## config.mk

```make
export PLATFORM = sky130hd
export DESIGN_NAME = lsu_addr_gen
export DESIGN_NICKNAME = d
export VERILOG_FILES = /design/src/rtl/lsu_ag_pkg.sv /design/src/rtl/lsu_ag_offset.sv /design/src/rtl/lsu_ag_sum.sv /design/src/rtl/lsu_ag_lanes.sv /design/src/rtl/lsu_addr_gen.sv
export SDC_FILE = /design/constraint.sdc
export NUM_CORES = 1
export LEC_CHECK = 0
export BUFFER_PORTS_ARGS = -buffer_cell sky130_fd_sc_hd__buf_2
export CAP_MARGIN = 30
export CORE_MARGIN = 2
export CORE_UTILIZATION = 56
export CTS_CLUSTER_DIAMETER = 120
export DETAILED_ROUTE_END_ITERATION = 10
export PLACE_DENSITY = 0.92
export SYNTH_ARGS = -nofsm -noshare
export SYNTH_HDL_FRONTEND = slang
export SYNTH_SLANG_ARGS = --single-unit
```

## constraint.sdc

```tcl
create_clock -name clk -period 5.4 [get_ports clk]
set_input_delay 0.27 -clock clk [delete_from_list [all_inputs] [get_ports clk]]
set_output_delay 0.27 -clock clk [all_outputs]
set_load 0.05 [all_outputs]
```

## src/rtl/lsu_ag_pkg.sv

```systemverilog
package lsu_ag_pkg;

   typedef enum logic [1:0] {
      AM_OFFSET   = 2'b00,
      AM_PRE_WB   = 2'b01,
      AM_POST     = 2'b10,
      AM_INDIRECT = 2'b11
   } amode_e;

   localparam logic [1:0] SZ_BYTE = 2'b00;
   localparam logic [1:0] SZ_HALF = 2'b01;
   localparam logic [1:0] SZ_WORD = 2'b10;
   localparam logic [1:0] SZ_NONE = 2'b11;

   typedef struct packed {
      logic use_idx;
      logic sub_off;
      amode_e mode;
   } agen_ctl_t;

endpackage

```

## src/rtl/lsu_ag_offset.sv

```systemverilog
module lsu_ag_offset #(
   parameter int AW       = 32,
   parameter int IMM_W    = 12,
   parameter int SH_W     = 5,
   parameter bit SCALE_EN = 1'b1
) (
   input  logic [AW-1:0]    idx,
   input  logic [IMM_W-1:0] imm,
   input  logic [SH_W-1:0]  shamt,
   input  logic             use_idx,
   input  logic             force_zero,
   output logic [AW-1:0]    offset
);
   localparam int PAD_W = AW - IMM_W;

   logic [AW-1:0] imm_ext;
   logic [AW-1:0] idx_term;

   assign imm_ext = {{PAD_W{1'b0}}, imm};

   generate
      if (SCALE_EN) begin : g_scaled
         assign idx_term = idx << shamt;
      end else begin : g_plain
         logic unused_sh;
         assign unused_sh = ^shamt;
         assign idx_term  = idx;
      end
   endgenerate

   always_comb begin
      if (force_zero)   offset = '0;
      else if (use_idx) offset = idx_term;
      else              offset = imm_ext;
   end
endmodule

```

## src/rtl/lsu_ag_sum.sv

```systemverilog
module lsu_ag_sum
   import lsu_ag_pkg::*;
#(
   parameter int AW = 32
) (
   input  logic [AW-1:0] base,
   input  logic [AW-1:0] offset,
   input  logic          sub_off,
   input  amode_e        mode,
   output logic [AW-1:0] ea,
   output logic [AW-1:0] wb_data,
   output logic          wb_en
);
   logic [AW-1:0] moved;

   always_comb begin
      if (sub_off) moved = base - offset;
      else         moved = base + offset;
   end

   always_comb begin
      unique case (mode)
         AM_OFFSET:   begin ea = moved; wb_en = 1'b0; end
         AM_PRE_WB:   begin ea = moved; wb_en = 1'b1; end
         AM_POST:     begin ea = base;  wb_en = 1'b1; end
         default:     begin ea = base;  wb_en = 1'b0; end
      endcase
   end

   assign wb_data = moved;
endmodule

```

## src/rtl/lsu_ag_lanes.sv

```systemverilog
module lsu_ag_lanes #(
   parameter int LANES = 4,
   parameter int LG    = $clog2(LANES)
) (
   input  logic [LG-1:0]    addr_lo,
   input  logic [1:0]       size,
   input  logic             big_end,
   output logic [LANES-1:0] lane_en
);
   localparam logic [1:0] MAX_SZ = 2'(LG);

   logic size_ok;
   logic [LG-1:0] grp;

   assign size_ok = (size <= MAX_SZ);
   assign grp     = addr_lo >> size;

   generate
      for (genvar i = 0; i < LANES; i++) begin : g_lane
         localparam logic [LG-1:0] POS_LE = LG'(i);
         localparam logic [LG-1:0] POS_BE = LG'(LANES - 1 - i);
         logic [LG-1:0] pos;
         assign pos        = big_end ? POS_BE : POS_LE;
         assign lane_en[i] = size_ok && ((pos >> size) == grp);
      end
   endgenerate
endmodule

```

## src/rtl/lsu_addr_gen.sv

```systemverilog
module lsu_addr_gen
   import lsu_ag_pkg::*;
#(
   parameter int AW       = 32,
   parameter int IMM_W    = 12,
   parameter int SH_W     = 5,
   parameter int LANES    = 4,
   parameter bit SCALE_EN = 1'b1
) (
   input  logic             clk,
   input  logic             rst_n,
   input  logic             cfg_big_end,
   input  logic [AW-1:0]    base,
   input  logic [AW-1:0]    idx,
   input  logic [IMM_W-1:0] imm,
   input  logic [SH_W-1:0]  shamt,
   input  logic             use_idx,
   input  logic             sub_off,
   input  logic [1:0]       mode,
   input  logic [1:0]       size,
   output logic [AW-1:0]    ea,
   output logic [AW-1:0]    wb_data,
   output logic             wb_en,
   output logic [LANES-1:0] lane_en
);
   localparam int LG = $clog2(LANES);

   generate
      if (IMM_W >= AW) begin : g_bad_imm
         $error("lsu_addr_gen: IMM_W must be narrower than AW");
      end
      if ((LANES < 2) || (LANES > 8) || ((1 << LG) != LANES)) begin : g_bad_lanes
         $error("lsu_addr_gen: LANES must be 2, 4 or 8");
      end
      if ((1 << SH_W) > AW) begin : g_bad_sh
         $error("lsu_addr_gen: SH_W too wide for AW");
      end
   endgenerate

   agen_ctl_t     ctl;
   logic [AW-1:0] offset;
   logic          be_q;

   assign ctl.use_idx = use_idx;
   assign ctl.sub_off = sub_off;
   assign ctl.mode    = amode_e'(mode);

   always_ff @(posedge clk) begin
      if (!rst_n) be_q <= cfg_big_end;
   end

   lsu_ag_offset #(
      .AW(AW), .IMM_W(IMM_W), .SH_W(SH_W), .SCALE_EN(SCALE_EN)
   ) u_off (
      .idx       (idx),
      .imm       (imm),
      .shamt     (shamt),
      .use_idx   (ctl.use_idx),
      .force_zero(ctl.mode == AM_INDIRECT),
      .offset    (offset)
   );

   lsu_ag_sum #(.AW(AW)) u_sum (
      .base   (base),
      .offset (offset),
      .sub_off(ctl.sub_off),
      .mode   (ctl.mode),
      .ea     (ea),
      .wb_data(wb_data),
      .wb_en  (wb_en)
   );

   lsu_ag_lanes #(.LANES(LANES), .LG(LG)) u_lanes (
      .addr_lo(ea[LG-1:0]),
      .size   (size),
      .big_end(be_q),
      .lane_en(lane_en)
   );
endmodule

```

# Word level (Yosys, flattened, before mapping)
# Cells that the tools add are included.
# word_totals
register_bits	1
latchBits	0
ramBits	0
mem_bits_ro	0
input_bits	90
wordCells	33
mem_count	0
# op_classes
addsub	2
n_mul	0
n_div	0
n_lt_le_gt_ge	1
eq_ne	7
shift	6
muxes	9
n_bitwise	0
reduce_logical	7
# op_table
op	count
$mux W32	4
$add A32 B32 Y32	1
$shl A32 B5 Y32	1
$sub A32 B32 Y32	1
$shr A2 B2 Y2	5
$eq A2 B2 Y1	4
$mux W2	4
$eq A2 B2 Y1 const B	2
$logic_and A1 B1 Y1	4
$reduce_or A2 Y1	2
$eq A2 B1 Y1 const B	1
$le A2 B2 Y1 const B	1
$logic_not A2 Y1	1
$mux W1	1

# Longest topological paths before layout
# depth
word_depth	9
mapped_depth	26
ltp_nobuf	23

# By module
# Synthesis repeated with hierarchy kept, for this count alone.
# unflattened
cells_unflattened	721
area_unflattened_um2	5417.7
# modules_own_cells
module	instances	cells_each	area_each_um2
lsu_ag_sum	1	434	2822.7
lsu_ag_offset	1	255	2322.2
lsu_ag_lanes	1	29	232.7
lsu_addr_gen	1	3	40.0

# Least setup slack after synthesis
# No wires, ideal clock.
# synth_path
kind	input-to-output
startpoint	input mode[0]
endpoint	output ea[25]
t_arrival_ps	5478
required_time_ps	5130
setup_slack_ps	-348
stages	25
path_buffers	3
cell_sequence	ha_1 > buf_2 > or4b_1 > clkbuf_1 > nor2_1 > a22oi_1 > ha_1 > inv_1 > nor2_1 > nand2_1 > nor4_2 > and4_1 > a31oi_1 > xor2_1 > ha_1 > clkbuf_1 > nand4_1 > nor2_1 > o211ai_1 > a21oi_1 > o31ai_1 > a21boi_0 > o21ai_0 > nor3b_1 > o31ai_1
# synth_via
elab_chain_cells	5
# synth_rtl
element	line_no	rtl
start, declared	lsu_addr_gen.sv:19	input logic [1:0] mode,
$eq A2 B2 Y1	lsu_addr_gen.sv:59	.force_zero(ctl.mode == AM_INDIRECT),
$mux W32	lsu_ag_offset.sv:32	if (force_zero) offset = '0;
$add A32 B32 Y32 or $sub A32 B32 Y32 (tied branches)	lsu_ag_sum.sv:18, lsu_ag_sum.sv:17	
$mux W32	lsu_ag_sum.sv:17	if (sub_off) moved = base - offset;
$mux W32 *	lsu_ag_sum.sv:22	unique case (mode)
end, declared	lsu_addr_gen.sv:21	output logic [AW-1:0] ea,
# Mark *: on every way between the ends. The rest lies on a longest branch, timed or not.

# Final worst setup path
# layout_path
startpoint	input shamt[1]
endpoint	output ea[30]
# layout_via
elab_chain_cells	6
# layout_rtl
element	line_no	rtl
start, declared	lsu_addr_gen.sv:16	input logic [SH_W-1:0] shamt,
$shl A32 B5 Y32 *	lsu_ag_offset.sv:23	assign idx_term = idx << shamt;
$mux W32 *	lsu_ag_offset.sv:33	else if (use_idx) offset = idx_term;
$mux W32 *	lsu_ag_offset.sv:32	
$add A32 B32 Y32 or $sub A32 B32 Y32 (tied branches)	lsu_ag_sum.sv:18, lsu_ag_sum.sv:17	
$mux W32 *	lsu_ag_sum.sv:17	
$mux W32 *	lsu_ag_sum.sv:22	
# Marks and branches as above.

==> flow_metrics.tcl <==
set metrics [dict create \
    setup.worst_path.class "in2out" \
    fin_util_pct 70.8 \
    start_util_pct 56.9 \
    synth_area_leaders "mux4_2 12%, ha_1 8.0%, mux2i_1 6.5%, nand2_1 6.5%, xnor2_1 5.9%" \
    min_from "cfg_big_end" \
    ys_seq_area_share_pct 0.516 \
    first_iter_violations 1107 \
    pre_cts_ws_ns -0.151 \
    yosys.area.top_type "mux4_2" \
    fin_cells 1063 \
    ys_ff_latch 1 \
    syn_nets 899 \
    avgRoutedWirePerCell_um 19.4 \
    maxCapViolations 0 \
    design.die.area_um2 11200 \
    fp.coreArea_um2 10200 \
    synth_top_area_share_pct 12.4 \
    hp-class "in2reg" \
    slowest_delay_ns 0.52 \
    synth_edf_count 1 \
    drc 0 \
    dr.pass1.iters 9 \
    postLayoutSetupSlackWorst_ns 0.0211 \
    die_w_um 106 \
    path_max_fanout 11 \
    path_cells "buf_6, mux2_1, mux4_2, a22oi_2, inv_1, nor4_4, nand3_2, nor4b_4, nor2_1, xnor2_1, ha_1, buf_4, inv_1, o21ai_0, a21oi_1, o21ai_0, a211oi_2, o31a_1, a211oi_2, buf_4" \
    nNetsFinal 1057 \
    setup_viol 0 \
    grt_max_degree 50 \
    cp-start-kind "input port" \
    drt_wl_total_um 20600 \
    syn_avg_cell_area_um2 7.55 \
    regMostFlops "be_q" \
    p_total_mw 1.79 \
    num_rows 37 \
    io_pins 159 \
    status "complete, no violations" \
    irDropWorstVdd_mv 0.209 \
    detail-route-antenna-nets 0 \
    synthToLayoutAreaGrowth_pct 24.5 \
    dp_cells 1057 \
    relSlewSlack_pct 53.0 \
    grt.total_usage_pct 32.6 \
    holdPathEnd "be_q$_DFFE_PN_" \
    drv_slew 0 \
    avgViaCountPerCell 6.87 \
    fmax_mhz 186 \
    clk_pin_slew_worst_paths_ns 0 \
    timing_hold_violations_final 0 \
    period_share_pct 99.6 \
    leakage_nw 3.21 \
    vias 7299 \
    cp-end-kind "output port" \
    gp_congestion 1.12 \
    antenna_cells 0 \
    hold_path_depth 1 \
    pwr_density_cell_nw_per_um2 246 \
    largest_reg_flops 1 \
    ys.flop_type "edfxtp_1" \
    synthCells 771 \
    worstMarginPinSlew_ns 0.705 \
    grt_pass1_wl_um 30800 \
    dp_hpwl_um 15600 \
    cts_hold_buf 0 \
    syn_area_um2 5820 \
    grt_overflow_total 0 \
    crit_buf_inv 5 \
    yosysUniqueCellTypes 93 \
    port_buffers 158 \
    fp.dieH_um 106 \
    grt_pass1_vias 6400 \
    yosys_warnings 0 \
    arrival_ns 5.11 \
    antenna_found_initial 0 \
    async_flop_share_pct 0 \
    final.min_clock_period_ns 5.38 \
    slowest_stage "mux4_2" \
    cp.required_ns 5.13 \
    crit_family "compound AO/OA/AOI/OAI gates" \
    drive_gt1_share_pct 35.7 \
    fillers 783 \
    reg.largest.list "be_q x1" \
]
-- cell usage after synthesis, drive strengths merged (12+ instances only) --
library cell  instances
a211oi               12
a21oi                58
buf                  26
clkbuf               23
ha                   37
inv                  32
mux2                 28
mux2i                38
mux4                 36
nand2               101
nand3                12
nor2                 67
nor3                 16
o21ai                34
o22ai                16
xnor2                39
xor2                 21
-- how the worst max path moves through the flow --
stage / from / to / slack (ns) / depth (start not counted)
2_1_floorplan: mode[0] / ea[18] / -0.02 / 22
3_5_place_dp: shamt[1] / wb_data[30] / -0.15 / 23
6_report: shamt[1] / ea[30] / 0.02 / 20
4_1_cts: shamt[1] / ea[25] / 0.008 / 21
5_1_grt: shamt[1] / ea[30] / -0.23 / 21
3_3_place_gp: shamt[1] / ea[31] / 0.06 / 20
-- cells in the final DEF, fill, tap and decap left out, types with 8 or more instances in the layout --
master | Yosys | routed
buf_2 | 11 | 150
nand2_1 | 101 | 99
nor2_1 | 65 | 64
a21oi_1 | 58 | 53
buf_4 | 3 | 43
ha_1 | 37 | 35
xnor2_1 | 39 | 33
mux2i_1 | 38 | 32
mux4_2 | 32 | 32
inv_1 | 32 | 31
o21ai_0 | 31 | 26
xor2_1 | 21 | 21
mux2_2 | 20 | 20
o22ai_1 | 16 | 15
nor3_1 | 14 | 12
nand2b_1 | 11 | 11
nand3_1 | 12 | 11
nor2b_1 | 11 | 11
a31oi_1 | 9 | 8
a21o_1 | 8 | 8
-- power breakdown --
part | leakage [nW] | switching, mW | internal (mW)
Sequential | 0.00979 | 0.000807 | 0.00945
Combinational | 3.20 | 1.20 | 0.571
Clock | 0 | 0 | 0
-- through the flow --
stage	cell area (um2)	TNS, ns	hold WS, ns
floorplan	5880	-0.0181	0.369
global placement	6890	0	0.447
detailed placement	6890	-0.523	0.449
CTS	6920	0	0.449
global route	7250	-1.47	0.450
finish	7250	0	0.447
-- per-layer routing --
metal	share of wire (%)	track usage (%)	routed length [um]	vias up
li1	-	-	-	3228
met1	36	42.3	7500	3318
met2	46	55.6	9440	610
met3	12	3.92	2470	143
met4	5.6	11.8	1160	0
met5	0	0	0	-
-- cell families (layout without fill, tap and decap cells) --
| group | count (synthesis) | after routing | share of synthesized area (%) |
|---|---|---|---|
| and+or+nand+nor | 266 | 266 | 22.5 |
| AOI/OAI and AO/OA | 221 | 221 | 26.3 |
| muxes | 102 | 102 | 26.3 |
| buffers and inverters | 83 | 239 | 7.05 |
| xor gates and xnor gates | 60 | 60 | 9.03 |
| adders and majority gates | 38 | 38 | 8.30 |
| DFF | 1 | 1 | 0.516 |
-- final cells by class --
type,count,area (um2),area share [%]
Sequential cell,1,30.0,0.414
Inverter,34,131,1.81
Tap cell,136,170,2.35
Multi-Input combinational cell,687,5660,78.1
Timing Repair Buffer,205,1250,17.3
-- timing repair --
item / in CTS / in global routing
gates resized for setup: 7 / 64
pin swaps: 0 / 10
setup buffers: 0 / 4
endpoints found under the setup margin: 7 / 24
cloned: 0 / 2
No activity file was read; power rests on OpenSTA's default activity.
